`config.mk`:
```
export PLATFORM = sky130hd
export DESIGN_NAME = msi_snoop_ctrl
export DESIGN_NICKNAME = d
export VERILOG_FILES = /design/src/rtl/msi_pkg.sv /design/src/rtl/msi_line_store.sv /design/src/rtl/msi_snoop_unit.sv /design/src/rtl/msi_req_fsm.sv /design/src/rtl/msi_snoop_ctrl.sv
export SDC_FILE = /design/constraint.sdc
export NUM_CORES = 1
export LEC_CHECK = 0
export BUFFER_PORTS_ARGS = -buffer_cell sky130_fd_sc_hd__buf_2
export CAP_MARGIN = 25
export CORE_ASPECT_RATIO = 0.75
export CORE_MARGIN = 8
export CORE_UTILIZATION = 57
export DETAILED_ROUTE_END_ITERATION = 10
export PLACE_DENSITY = 0.89
export RECOVER_POWER = 50
export SLEW_MARGIN = 0
export SYNTH_ARGS = -nofsm -noshare
export SYNTH_HDL_FRONTEND = slang
export SYNTH_HIERARCHICAL = 1
export SYNTH_SLANG_ARGS = --single-unit
export TNS_END_PERCENT = 30
```
`constraint.sdc`:
```
create_clock -name clk -period 5.35 [get_ports clk]
set_clock_uncertainty 0.15 [all_clocks]
set_input_delay 1.07 -clock clk [delete_from_list [all_inputs] [get_ports clk]]
set_output_delay 1.07 -clock clk [all_outputs]
set_load 0.02 [all_outputs]
```
`src/rtl/msi_pkg.sv`:
```
// Shared types for the MSI snooping coherence controller.
// Assumes a two-bit bus command field shared with the snoop side.
package msi_pkg;
    typedef enum logic [1:0] {LS_I = 2'd0, LS_S = 2'd1, LS_M = 2'd2} line_st_t;
    typedef enum logic [1:0] {BC_NONE = 2'd0, BC_RD = 2'd1, BC_RDX = 2'd2, BC_WB = 2'd3} bus_cmd_t;
    typedef enum logic [1:0] {FS_IDLE, FS_WB, FS_FETCH, FS_DONE} fsm_st_t;
endpackage

```
`src/rtl/msi_line_store.sv`:
```
// Per-line state, tag and data registers with two read ports (processor, snoop)
// and two write ports: a state-only port for snoop actions (higher priority)
// and a full-line port for the request engine. Assumes one writer per line per cycle.
module msi_line_store
    import msi_pkg::*;
#(
    parameter int LINES  = 4,
    parameter int IDX_W  = 2,
    parameter int TAG_W  = 6,
    parameter int DATA_W = 16
) (
    input  logic              clk,
    input  logic              rst_n,
    input  logic [IDX_W-1:0]  a_idx,
    output line_st_t          a_st,
    output logic [TAG_W-1:0]  a_tag,
    output logic [DATA_W-1:0] a_dat,
    input  logic [IDX_W-1:0]  b_idx,
    output line_st_t          b_st,
    output logic [TAG_W-1:0]  b_tag,
    output logic [DATA_W-1:0] b_dat,
    input  logic              sw_en,
    input  logic [IDX_W-1:0]  sw_idx,
    input  line_st_t          sw_st,
    input  logic              fw_en,
    input  logic [IDX_W-1:0]  fw_idx,
    input  line_st_t          fw_st,
    input  logic [TAG_W-1:0]  fw_tag,
    input  logic [DATA_W-1:0] fw_dat
);
    line_st_t          st_q  [LINES];
    logic [TAG_W-1:0]  tag_q [LINES];
    logic [DATA_W-1:0] dat_q [LINES];

    for (genvar g = 0; g < LINES; g++) begin : g_line
        line_st_t          st_r;
        logic [TAG_W-1:0]  tag_r;
        logic [DATA_W-1:0] dat_r;
        // Line register update: snoop state change wins over a full-line write.
        always_ff @(posedge clk) begin
            if (!rst_n) begin
                st_r  <= LS_I;
                tag_r <= '0;
                dat_r <= '0;
            end else if (sw_en && sw_idx == IDX_W'(g)) begin
                st_r <= sw_st;
            end else if (fw_en && fw_idx == IDX_W'(g)) begin
                st_r  <= fw_st;
                tag_r <= fw_tag;
                dat_r <= fw_dat;
            end
        end
        assign st_q[g]  = st_r;
        assign tag_q[g] = tag_r;
        assign dat_q[g] = dat_r;
    end

    // Combinational read ports.
    always_comb begin
        a_st  = st_q[a_idx];
        a_tag = tag_q[a_idx];
        a_dat = dat_q[a_idx];
        b_st  = st_q[b_idx];
        b_tag = tag_q[b_idx];
        b_dat = dat_q[b_idx];
    end
endmodule

```
`src/rtl/msi_snoop_unit.sv`:
```
// Snoop responder: decides flush and state change for a transaction seen on
// the bus. Assumes the addressed line has already been read from the store.
// Transactions marked as this cache's own are ignored.
module msi_snoop_unit
    import msi_pkg::*;
#(
    parameter int TAG_W  = 6,
    parameter int DATA_W = 16
) (
    input  logic              snp_valid,
    input  logic              snp_own,
    input  logic [1:0]        snp_cmd,
    input  logic [TAG_W-1:0]  snp_tag,
    input  line_st_t          l_st,
    input  logic [TAG_W-1:0]  l_tag,
    input  logic [DATA_W-1:0] l_dat,
    output logic              foreign,
    output logic              sw_en,
    output line_st_t          sw_st,
    output logic              flush_valid,
    output logic [DATA_W-1:0] flush_data
);
    logic hit;

    // Snoop decision: flush a dirty line, then downgrade or invalidate.
    always_comb begin
        foreign     = snp_valid && !snp_own;
        hit         = foreign && (l_st != LS_I) && (l_tag == snp_tag);
        sw_en       = 1'b0;
        sw_st       = l_st;
        flush_valid = 1'b0;
        flush_data  = l_dat;
        if (hit && snp_cmd == BC_RD && l_st == LS_M) begin
            flush_valid = 1'b1;
            sw_en       = 1'b1;
            sw_st       = LS_S;
        end else if (hit && snp_cmd == BC_RDX) begin
            flush_valid = (l_st == LS_M);
            sw_en       = 1'b1;
            sw_st       = LS_I;
        end
    end
endmodule

```
`src/rtl/msi_req_fsm.sv`:
```
// Processor-side request engine. Serves hits locally. On a miss it writes back
// a dirty victim and then fetches with read or read-for-ownership. Assumes the
// processor holds its request stable until ready, and that each granted bus
// transaction completes at the granted edge.
module msi_req_fsm
    import msi_pkg::*;
#(
    parameter int ADDR_W = 8,
    parameter int IDX_W  = 2,
    parameter int DATA_W = 16
) (
    input  logic                    clk,
    input  logic                    rst_n,
    input  logic                    cpu_req,
    input  logic                    cpu_we,
    input  logic [ADDR_W-1:0]       cpu_addr,
    input  logic [DATA_W-1:0]       cpu_wdata,
    output logic                    cpu_ready,
    output logic [DATA_W-1:0]       cpu_rdata,
    input  logic                    snoop_busy,
    input  line_st_t                a_st,
    input  logic [ADDR_W-IDX_W-1:0] a_tag,
    input  logic [DATA_W-1:0]       a_dat,
    output logic                    bus_req,
    input  logic                    bus_gnt,
    output logic [1:0]              bus_cmd,
    output logic [ADDR_W-1:0]       bus_addr,
    output logic [DATA_W-1:0]       bus_wdata,
    input  logic [DATA_W-1:0]       bus_rdata,
    output logic                    fw_en,
    output line_st_t                fw_st,
    output logic [ADDR_W-IDX_W-1:0] fw_tag,
    output logic [DATA_W-1:0]       fw_dat
);
    localparam int TAG_W = ADDR_W - IDX_W;

    fsm_st_t           cur, nxt;
    logic [TAG_W-1:0]  cpu_tag;
    logic [IDX_W-1:0]  cpu_idx;
    logic              tag_eq, hit;

    assign cpu_tag = cpu_addr[ADDR_W-1:IDX_W];
    assign cpu_idx = cpu_addr[IDX_W-1:0];
    assign tag_eq  = (a_tag == cpu_tag);
    assign hit     = (a_st != LS_I) && tag_eq;

    // State register.
    always_ff @(posedge clk) begin
        if (!rst_n) cur <= FS_IDLE;
        else        cur <= nxt;
    end

    // Next state, bus drive and line writes for the current step.
    always_comb begin
        nxt       = cur;
        cpu_ready = 1'b0;
        cpu_rdata = a_dat;
        bus_req   = 1'b0;
        bus_cmd   = BC_NONE;
        bus_addr  = cpu_addr;
        bus_wdata = a_dat;
        fw_en     = 1'b0;
        fw_st     = LS_I;
        fw_tag    = cpu_tag;
        fw_dat    = cpu_wdata;
        case (cur)
            FS_IDLE: begin
                if (cpu_req && !snoop_busy) begin
                    if (hit && !cpu_we) begin
                        cpu_ready = 1'b1;
                    end else if (hit && a_st == LS_M) begin
                        cpu_ready = 1'b1;
                        fw_en     = 1'b1;
                        fw_st     = LS_M;
                    end else if (a_st == LS_M && !tag_eq) begin
                        nxt = FS_WB;
                    end else begin
                        nxt = FS_FETCH;
                    end
                end
            end
            FS_WB: begin
                if (a_st != LS_M) begin
                    nxt = FS_FETCH;
                end else begin
                    bus_req = 1'b1;
                    if (bus_gnt) begin
                        bus_cmd  = BC_WB;
                        bus_addr = {a_tag, cpu_idx};
                        fw_en    = 1'b1;
                        fw_st    = LS_I;
                        fw_tag   = a_tag;
                        fw_dat   = a_dat;
                        nxt      = FS_FETCH;
                    end
                end
            end
            FS_FETCH: begin
                bus_req = 1'b1;
                if (bus_gnt) begin
                    bus_cmd = cpu_we ? BC_RDX : BC_RD;
                    fw_en   = 1'b1;
                    fw_st   = cpu_we ? LS_M : LS_S;
                    fw_dat  = cpu_we ? cpu_wdata : bus_rdata;
                    nxt     = FS_DONE;
                end
            end
            default: begin
                cpu_ready = 1'b1;
                nxt       = FS_IDLE;
            end
        endcase
    end
endmodule

```
`src/rtl/msi_snoop_ctrl.sv`:
```
// Top of the MSI coherence controller: line store, snoop responder and request
// engine. Assumes an atomic bus on which a foreign snoop never coincides with a
// grant to this cache.
module msi_snoop_ctrl
    import msi_pkg::*;
#(
    parameter int ADDR_W = 8,
    parameter int LINES  = 4,
    parameter int DATA_W = 16
) (
    input  logic              clk,
    input  logic              rst_n,
    input  logic              cpu_req,
    input  logic              cpu_we,
    input  logic [ADDR_W-1:0] cpu_addr,
    input  logic [DATA_W-1:0] cpu_wdata,
    output logic              cpu_ready,
    output logic [DATA_W-1:0] cpu_rdata,
    output logic              bus_req,
    input  logic              bus_gnt,
    output logic [1:0]        bus_cmd,
    output logic [ADDR_W-1:0] bus_addr,
    output logic [DATA_W-1:0] bus_wdata,
    input  logic [DATA_W-1:0] bus_rdata,
    input  logic              snp_valid,
    input  logic              snp_own,
    input  logic [1:0]        snp_cmd,
    input  logic [ADDR_W-1:0] snp_addr,
    output logic              flush_valid,
    output logic [DATA_W-1:0] flush_data
);
    localparam int IDX_W = $clog2(LINES);
    localparam int TAG_W = ADDR_W - IDX_W;

    line_st_t          a_st, b_st, sw_st, fw_st;
    logic [TAG_W-1:0]  a_tag, b_tag, fw_tag;
    logic [DATA_W-1:0] a_dat, b_dat, fw_dat;
    logic              sw_en, fw_en, foreign;

    msi_line_store #(.LINES(LINES), .IDX_W(IDX_W), .TAG_W(TAG_W), .DATA_W(DATA_W)) u_store (
        .clk(clk), .rst_n(rst_n),
        .a_idx(cpu_addr[IDX_W-1:0]), .a_st(a_st), .a_tag(a_tag), .a_dat(a_dat),
        .b_idx(snp_addr[IDX_W-1:0]), .b_st(b_st), .b_tag(b_tag), .b_dat(b_dat),
        .sw_en(sw_en), .sw_idx(snp_addr[IDX_W-1:0]), .sw_st(sw_st),
        .fw_en(fw_en), .fw_idx(cpu_addr[IDX_W-1:0]), .fw_st(fw_st),
        .fw_tag(fw_tag), .fw_dat(fw_dat)
    );

    msi_snoop_unit #(.TAG_W(TAG_W), .DATA_W(DATA_W)) u_snoop (
        .snp_valid(snp_valid), .snp_own(snp_own), .snp_cmd(snp_cmd),
        .snp_tag(snp_addr[ADDR_W-1:IDX_W]),
        .l_st(b_st), .l_tag(b_tag), .l_dat(b_dat),
        .foreign(foreign), .sw_en(sw_en), .sw_st(sw_st),
        .flush_valid(flush_valid), .flush_data(flush_data)
    );

    msi_req_fsm #(.ADDR_W(ADDR_W), .IDX_W(IDX_W), .DATA_W(DATA_W)) u_fsm (
        .clk(clk), .rst_n(rst_n),
        .cpu_req(cpu_req), .cpu_we(cpu_we), .cpu_addr(cpu_addr), .cpu_wdata(cpu_wdata),
        .cpu_ready(cpu_ready), .cpu_rdata(cpu_rdata), .snoop_busy(foreign),
        .a_st(a_st), .a_tag(a_tag), .a_dat(a_dat),
        .bus_req(bus_req), .bus_gnt(bus_gnt), .bus_cmd(bus_cmd), .bus_addr(bus_addr),
        .bus_wdata(bus_wdata), .bus_rdata(bus_rdata),
        .fw_en(fw_en), .fw_st(fw_st), .fw_tag(fw_tag), .fw_dat(fw_dat)
    );
endmodule

```
# ---- Word level (Yosys, flattened, before mapping)
# Index checks and enable logic that the tools add are counted.
dict set report op_classes {
  magnitude_cmp 2
  eq_ne 20
  mux 71
  n_bitwise 6
  reduce_logical 38
}
# op n
set op_table {}
lappend op_table {{$mux 16} 8}
lappend op_table {{$bmux 16 s2} 2}
lappend op_table {{$mux 2} 28}
lappend op_table {{$mux 6} 7}
lappend op_table {{$pmux 16 s2} 1}
lappend op_table {{$bmux 6 s2} 2}
lappend op_table {{$mux 8} 3}
lappend op_table {{$logic_and 1x1->1} 19}
lappend op_table {{$eq 2x2->1 const B} 8}
lappend op_table {{$eq 6x6->1} 2}
lappend op_table {{$mux 1} 12}
lappend op_table {{$reduce_bool 2->1} 6}
lappend op_table {{$bmux 2 s2} 2}
lappend op_table {{$eq 2x1->1 const B} 4}
lappend op_table {{$ne 2x2->1 const B} 4}
lappend op_table {{$pmux 2 s2} 2}
lappend op_table {{$reduce_and 2->1} 4}
lappend op_table {{$ge 3x3->1 const B} 2}
lappend op_table {{$logic_not 2->1} 3}
lappend op_table {{$not 2->3} 2}
lappend op_table {{$pmux 2 s3} 1}
lappend op_table {{$reduce_and 5->1} 1}
lappend op_table {{$logic_not 1->1} 4}
lappend op_table {{$not 1->1} 4}
lappend op_table {{other kinds (5)} 6}
dict set report word_totals {
  reg_bits 98
  in_bits 57
  output_inout_bits 61
  elab_cells 150
}

# ---- Longest topological paths before layout
# Gate-level depths: netlist (run 1).
dict set report depth {
  ltp_word 14
  mapped_depth 13
  depth_no_buf 9
}

# ---- Modules after synthesis
# Netlist (run 1), hierarchy kept.
# mod n_inst cells_each area_per_inst_um2 seq_area_each_um2
set by_module_without_submodules {}
lappend by_module_without_submodules {msi_line_store 1 415 4749.6 1921.8}
lappend by_module_without_submodules {msi_req_fsm 1 168 1297.5 40.0}
lappend by_module_without_submodules {msi_snoop_unit 1 36 290.3 0.0}

# ---- Worst setup path before layout (run 1)
# No wires, ideal clock.
dict set report synth_path {
  path_type {input to output}
  from {input cpu_addr[1]}
  to {output cpu_ready}
  arrival_time_ns 3.157
  setup_slack_ns 0.973
  path_stages 8
  path_buffers 2
  cell_sequence {buf_2 -> buf_2 -> mux4_2 -> xor2_1 -> nor4_1 -> and2_1 -> nand2_1 -> o22ai_1}
}
dict set report synth_via {
  elab_chain_cells 11
}
# element line
set synth_rtl {}
lappend synth_rtl {{start, declared} msi_snoop_ctrl.sv:15} ;# input logic [ADDR_W-1:0] cpu_addr,
lappend synth_rtl {{$not 2->3 (not written as such) (*)} msi_line_store.sv:61} ;# a_tag = tag_q[a_idx];
lappend synth_rtl {{$bmux 6 s2 (*)} msi_line_store.sv:61}
lappend synth_rtl {{$mux 6 (not written as such) (*) (2 in a row)} msi_line_store.sv:61}
lappend synth_rtl {{named net a_tag[4]} msi_snoop_ctrl.sv:36} ;# logic [TAG_W-1:0] a_tag, b_tag, fw_tag;
lappend synth_rtl {{$eq 6x6->1 (*)} msi_req_fsm.sv:44} ;# assign tag_eq = (a_tag == cpu_tag);
lappend synth_rtl {{$logic_and 1x1->1 (*)} msi_req_fsm.sv:45} ;# assign hit = (a_st != LS_I) && tag_eq;
lappend synth_rtl {{$logic_and 1x1->1} msi_req_fsm.sv:71} ;# end else if (hit && a_st == LS_M) begin
lappend synth_rtl {{$mux 1} msi_req_fsm.sv:71}
lappend synth_rtl {{$mux 1 (*)} msi_req_fsm.sv:69} ;# if (hit && !cpu_we) begin
lappend synth_rtl {{$mux 1 (*)} msi_req_fsm.sv:68} ;# if (cpu_req && !snoop_busy) begin
lappend synth_rtl {{$pmux 1 s2 (*)} msi_req_fsm.sv:66} ;# case (cur)
lappend synth_rtl {{end, declared} msi_snoop_ctrl.sv:17} ;# output logic cpu_ready,
# Mark *: on every way through the listed nets, which the timed path passes. The rest lies on a longest branch. The select of a mux whose other input is x is not followed.

# ---- Worst setup path in the final report (run 1)
dict set report layout_path {
  from {input cpu_addr[1]}
  to {register u_store.g_line[0].tag_r[0]}
}
dict set report layout_via {
  elab_chain_cells 13
}
# element line
set layout_rtl {}
lappend layout_rtl {{$not 2->3 (not written as such) (*)} msi_line_store.sv:61}
lappend layout_rtl {{$bmux 6 s2 (*)} msi_line_store.sv:61}
lappend layout_rtl {{$mux 6 (not written as such) (*) (2 in a row)} msi_line_store.sv:61}
lappend layout_rtl {{named net a_tag[4]} msi_snoop_ctrl.sv:36}
lappend layout_rtl {{$eq 6x6->1 (*)} msi_req_fsm.sv:44}
lappend layout_rtl {{$logic_and 1x1->1 (*)} msi_req_fsm.sv:45}
lappend layout_rtl {{$logic_and 1x1->1} msi_req_fsm.sv:71}
lappend layout_rtl {{$mux 1} msi_req_fsm.sv:71}
lappend layout_rtl {{$mux 1 (*)} msi_req_fsm.sv:69}
lappend layout_rtl {{$mux 1 (*)} msi_req_fsm.sv:68}
lappend layout_rtl {{$pmux 1 s3 (*)} msi_req_fsm.sv:66}
lappend layout_rtl {{named net fw_en} msi_snoop_ctrl.sv:38} ;# logic sw_en, fw_en, foreign;
lappend layout_rtl {{$logic_and 1x1->1 (*)} msi_line_store.sv:47} ;# end else if (fw_en && fw_idx == IDX_W'(g)) begin
lappend layout_rtl {{$reduce_and 2->1 (no source line) (*)} --}
lappend layout_rtl {{end signal, assigned} msi_line_store.sv:49} ;# tag_r <= fw_tag;
lappend layout_rtl {{end, declared} msi_line_store.sv:37} ;# logic [TAG_W-1:0] tag_r;
# Marks and branches as above.
# A chain may end at the register's enable or synchronous reset.

==> results of run 1 <==
==> final cells by class <==
type | count | area (um2) | share of cell area (%)
clock buffer | 9 | 225 | 3.33
clock inverter | 7 | 77.6 | 1.15
inverter | 6 | 22.5 | 0.333
multi-input combinational | 414 | 3690 | 54.6
sequential | 98 | 1960 | 29.0
tap | 140 | 175 | 2.59
timing repair buffer | 123 | 606 | 8.95
==> tightest hold or removal path, delay by kind of cell, from the launching register on <==
family	cells	cell delay, ns
DFF	1	0.32
muxes	1	0.05
and+or+nand+nor	1	0.05
==> worst max-delay path by stage <==
| stage | start | to | slack (ns) | depth (start not counted) |
|---|---|---|---|---|
| floorplan | cpu_addr[1] | cpu_ready | 0.97 | 8 |
| global placement | cpu_addr[1] | bus_addr[4] | 0.84 | 7 |
| detailed placement | cpu_addr[1] | u_store/g_line[1].dat_r[3] | 0.69 | 10 |
| CTS | cpu_addr[1] | bus_addr[4] | 0.76 | 7 |
| global route | cpu_addr[1] | u_store/g_line[0].dat_r[3] | 0.46 | 10 |
| finish | cpu_addr[1] | u_store/g_line[0].tag_r[0] | 0.70 | 10 |
==> metal layers <==
layer / vias to the layer above / global-route usage (%) / wire length, um
li1: 2221 / - / -
met5: - / 0 / 0
met2: 292 / 35.8 / 7720
met1: 2415 / 29.5 / 7000
met4: 0 / 8.11 / 264
met3: 29 / 6.06 / 1810
==> sequential cells by signal, indices dropped and copies added, names as in the netlist <==
| name | count |
|---|---|
| u_store/g_line.st_r | 8 |
| u_store/g_line.dat_r | 64 |
| u_store/g_line.tag_r | 24 |
| u_fsm/cur | 2 |
==> metrics by stage <==
step,utilization (%),instance area [um2],setup WS (ns)
CTS,62.4,6800,0.757
global placement,59.6,6500,0.840
detailed placement,59.6,6500,0.687
finish,62.0,6760,0.704
floorplan,-,6340,0.973
global route,62.0,6760,0.462
==> cells in the final DEF, fill, tap and decap left out, types with 2 or more instances in the layout <==
cell type	instances
nand3_1	6
o21ai_0	11
mux2_4	9
clkinv_2	2
mux4_2	48
clkbuf_16	9
mux2i_1	96
nand2b_1	3
buf_2	71
and2_1	2
o21a_1	2
xor2_1	12
nand2b_2	3
buf_4	4
nor2b_1	4
a22o_1	32
dfxtp_1	98
nand3b_1	4
clkinvlp_4	2
clkbuf_1	46
nor2_1	4
ha_1	4
mux2_2	4
a21boi_0	2
inv_1	6
nand2_1	131
nand4_1	2
nor2b_4	2
inv_8	2
a21oi_1	9
==> power by group <==
part	internal [mW]	total (mW)	switching, mW
logic	0.207	0.540	0.333
registers	0.762	0.788	0.0259
clock network	0.367	0.663	0.296
total	1.34	1.99	0.655
==> kinds of logic after synthesis <==
family | count (synthesis) | share of synthesized area (%)
compound gates | 65 | 7.60
xor+xnor | 12 | 1.66
fa+ha+maj | 4 | 0.790
buf+inv | 107 | 10.8
flops | 98 | 31.0
mux | 157 | 35.1
simple gates | 176 | 13.1
==> flow_metrics.py, run 1 <==
metrics = {
    "status": {
        "status": "finished clean",
    },
    "critical_path": {
        "critical_path_arrival_ns": 4.76,
        "worst_setup_path_end_kind": "register",
        "crit_required_ns": 5.47,
        "criticalPathCategory": "primary input to register",
        "r2r-start": "u_store/g_line[3].tag_r[4]",
        "timing.rr.end": "u_store/g_line[0].tag_r[0]",
        "cp_num_buf_inv": 1,
        "startpoint_type": "primary input",
        "reg2reg_slack_ns": 1.59,
        "r2r_cells": 9,
        "crit_family": "simple AND/OR/NAND/NOR gates",
        "slowest_delay_ns": 0.68,
        "worst-path-max-fanout": 22,
        "slowest_stage": "nand2b_2",
        "worstPathCellList": "buf_2 > mux4_2 > xor2_1 > nor4_1 > and2_0 > nand4_1 > a21oi_1 > or3b_1 > nand2b_2 > mux2i_1",
    },
    "finish": {
        "n_antenna_cell": 0,
        "area_growth_pct": 6.71,
        "fin_nets": 713,
        "fin_cells": 797,
        "drive_above_1_share_pct": 25.6,
        "n_fill_cell": 920,
    },
    "synthesis": {
        "synth_nets": 680,
        "avgSynthCellArea_um2": 10.2,
        "ys_top_cells_by_count": "nand2_1, dfxtp_1, mux2i_1, buf_4, mux4_2",
        "synth_area_leaders": "dfxtp_1, mux4_2, mux2i_1",
        "synthCells": 619,
        "async_flop_share_pct": 0,
        "ys_seq_area_share_pct": 31.0,
        "ys.flop_type": "dfxtp_1",
        "syn_area_mm2": 0.00634,
        "yosysWarningCount": 6,
        "yosysMostFrequentCell": "nand2_1",
        "synth_cell_types": 52,
        "synth_top_area_cell": "dfxtp_1",
        "synth-edff-count": 0,
        "yosys.area.top_type_share_pct": 31.0,
        "synth_seq_cells": 98,
    },
    "sta": {
        "setup_viol": 0,
        "slew_headroom_pct": 21.2,
        "finalCritPeriodShare_pct": 86.8,
        "finalSetupTns_ns": 0,
        "hold_viol_final": 0,
        "slew_viol_final": 0,
        "grt_setup_unrepaired": "no",
        "holdWs_ns": 0.325,
        "finalCriticalPeriod_ns": 4.65,
        "fmax_mhz": 215,
        "worstMarginPinSlew_ns": 1.18,
    },
    "placement": {
        "gp_congestion": 0.882,
        "numPortBuffers": 117,
        "hpwlAfterDp_um": 11700,
        "dp.cells": 780,
    },
    "clock_network": {
        "tritoncts": "built",
        "cts_setup_buffers": 0,
        "clk_transition_reported_paths_ns": 0.07,
        "cts_root_buf": "clkbuf_16",
        "postCtsHoldBufs": 0,
        "cts_made_buffers": 9,
        "clock-sinks": 98,
        "cts-resized-gates": 0,
        "cts_buffer_depth": 2,
        "h-tree-depth": 3,
        "clock_latency_ns": 0.35,
    },
    "detailed_routing": {
        "ant_nets": 0,
        "num_vias": 4957,
        "routed_wl_um": 16800,
        "firstDrtPassIters": 5,
        "drc": 0,
        "routedWlPerCell_um": 21.1,
        "drt_iter0_drc": 420,
        "vias_per_cell": 6.22,
    },
    "grt": {
        "antenna_found_initial": 0,
        "grt-ovfl-total": 0,
        "grt_pass1_vias": 5123,
        "grt_use_total_pct": 22.7,
        "grt_max_degree": 121,
        "grt_pass1_wl_um": 26200,
    },
    "pwr": {
        "peakVddDrop_mv": 0.216,
        "power_per_cell_area_mw_per_mm2": 294,
        "power_mw": 1.99,
        "p_leak_nw": 3.05,
    },
    "floorplanning": {
        "die_x_um": 138,
        "row_count": 33,
        "ios": 118,
        "die_area_mm2": 0.0148,
        "start_util_pct": 58.1,
        "fp.dieH_um": 107,
        "coreArea_mm2": 0.0109,
    },
    "worst_hold_path": {
        "hold_end": "u_store/g_line[2].dat_r[2]",
        "hold_depth": 2,
        "hold_start": "u_store/g_line[2].dat_r[2]",
        "hold_class": "register to register",
    },
    "run": {
        "drv.max_cap_violation_count": 0,
    },
}
(Power assumes the default switching activity.)
==> inputs of run 2 (changes only) <==
CORE_ASPECT_RATIO = 0.8   (was 0.75)
==> flow_metrics.py, run 2 (same netlist as run 1, synthesis figures left out) <==
metrics = {
    "status": {
        "status": "finished clean",
    },
    "clock_network": {
        "clk_transition_reported_paths_ns": 0.06,
        "cts_root_buf": "clkbuf_16",
        "clock_latency_ns": 0.34,
        "cts-resized-gates": 0,
        "h-tree-depth": 3,
        "postCtsHoldBufs": 0,
        "cts_made_buffers": 9,
        "cts_setup_buffers": 0,
        "cts_buffer_depth": 2,
        "clock-sinks": 98,
        "tritoncts": "built",
    },
    "floorplanning": {
        "ios": 118,
        "coreArea_mm2": 0.0108,
        "fp.dieH_um": 110,
        "row_count": 34,
        "die_x_um": 134,
        "die_area_mm2": 0.0148,
        "start_util_pct": 58.4,
    },
    "critical_path": {
        "slowest_stage": "clkbuf_1",
        "crit_required_ns": 4.13,
        "worstPathCellList": "clkbuf_1 > mux4_2 > xor2_1 > nor4_1 > and2_0 > nand2_1 > o22ai_1 > buf_2",
        "worst-path-max-fanout": 15,
        "criticalPathCategory": "primary input to output pin",
        "critical_path_arrival_ns": 3.67,
        "slowest_delay_ns": 0.75,
        "worst_setup_path_end_kind": "output pin",
        "startpoint_type": "primary input",
    },
    "finish": {
        "fin_util_pct": 62.5,
        "fin_area_mm2": 0.00678,
        "mostFrequentLayoutCells": "nand2_1, dfxtp_1, mux2i_1",
        "n_antenna_cell": 0,
        "fin_cells": 802,
        "top_register": "u_store/g_line.dat_r",
        "drive_above_1_share_pct": 25.1,
        "area_growth_pct": 7.05,
        "largest_reg_flops": 64,
        "fin_nets": 715,
        "reg_top3": "u_store/g_line.dat_r x64, u_store/g_line.tag_r x24, u_store/g_line.st_r x8",
        "mostFrequentLayoutCell": "nand2_1",
    },
    "worst_hold_path": {
        "hold_class": "register to register",
    },
    "sta": {
        "worstMarginPinSlew_ns": 1.09,
        "setup_viol": 0,
        "hold_viol_final": 0,
        "fmax_mhz": 205,
        "finalSetupTns_ns": 0,
        "grt_setup_unrepaired": "no",
        "setup_slack_ns": 0.465,
        "finalCritPeriodShare_pct": 91.3,
        "slew_viol_final": 0,
        "slew_headroom_pct": 27.7,
        "holdWs_ns": 0.323,
        "finalCriticalPeriod_ns": 4.89,
    },
    "placement": {
        "dp.cells": 787,
        "dp_slack_ns": 0.661,
        "hpwlAfterDp_um": 11700,
        "placed_cell_area_mm2": 0.00651,
        "gp_congestion": 0.904,
        "numPortBuffers": 117,
    },
    "run": {
        "drv.max_cap_violation_count": 0,
    },
    "detailed_routing": {
        "ant_nets": 0,
        "firstDrtPassIters": 5,
        "routedWlPerCell_um": 21.2,
        "drt_iter0_drc": 477,
        "routed_wl_um": 17000,
        "num_vias": 5012,
        "drc": 0,
        "vias_per_cell": 6.25,
    },
    "grt": {
        "grt_use_total_pct": 22.8,
        "use_met3_pct": 7.02,
        "grt_pass1_vias": 5234,
        "met2_usage_pct": 37.1,
        "antenna_found_initial": 0,
        "grt_pass1_wl_um": 26600,
        "use_met1_pct": 27.9,
        "grt.busiest_layer": "met2",
        "grt-ovfl-total": 0,
        "grt_max_degree": 83,
    },
    "pwr": {
        "peakVddDrop_mv": 0.221,
        "power_mw": 2.06,
        "p_leak_nw": 3.08,
        "power_per_cell_area_mw_per_mm2": 303,
    },
}
run 2: cell types whose count changed in the layout (fill, tap and decap cells not counted), moves of 2 or more:
cell       previous run  this run
inv_8                 2         0
nand2b_1              3         5
nand2b_2              3         0
buf_4                 4         8
bufinv_16             1         3
run 2: final timing paths:
| check | from | slack, ns | to | cells after the start |
|---|---|---|---|---|
| setup / recovery | cpu_addr[0] | 0.46 | cpu_ready | 8 |
| hold / removal | u_store/g_line[2].dat_r[1] | 0.32 | u_store/g_line[2].dat_r[1] | 2 |
| setup reg to reg | u_store/g_line[3].tag_r[4] | 1.74 | u_store/g_line[2].dat_r[15] | 10 |
| hold reg to reg | u_store/g_line[2].dat_r[1] | 0.32 | u_store/g_line[2].dat_r[1] | 2 |
run 2: cell type report:
class | count | area, um2
multi-input combinational | 414 | 3690
clock inverter | 5 | 103
sequential | 98 | 1960
inverter | 6 | 22.5
clock buffer | 10 | 239
timing repair buffer | 125 | 587
fill | 851 | 4060
tap | 144 | 180
run 2: critical path: cells and delay by family:
kind            cells  cell delay, ns
compound gates      1            0.16
buf+inv             2            0.96
mux                 1            0.63
simple gates        3            0.68
xor+xnor            1            0.16
run 2: routing by layer:
layer	wire (um)	vias to the layer above	part of all wire, %
met5	0	-	0
met4	548	0	3.2
met3	1790	54	11
met2	7880	316	46
met1	6810	2406	40
li1	-	2236	-
run 2: where the power goes:
part	internal (mW)	leakage, nW	switching, mW	total, mW
clock	0.466	0.165	0.270	0.736
sequential	0.762	0.791	0.0274	0.789
combinational	0.203	2.12	0.330	0.533
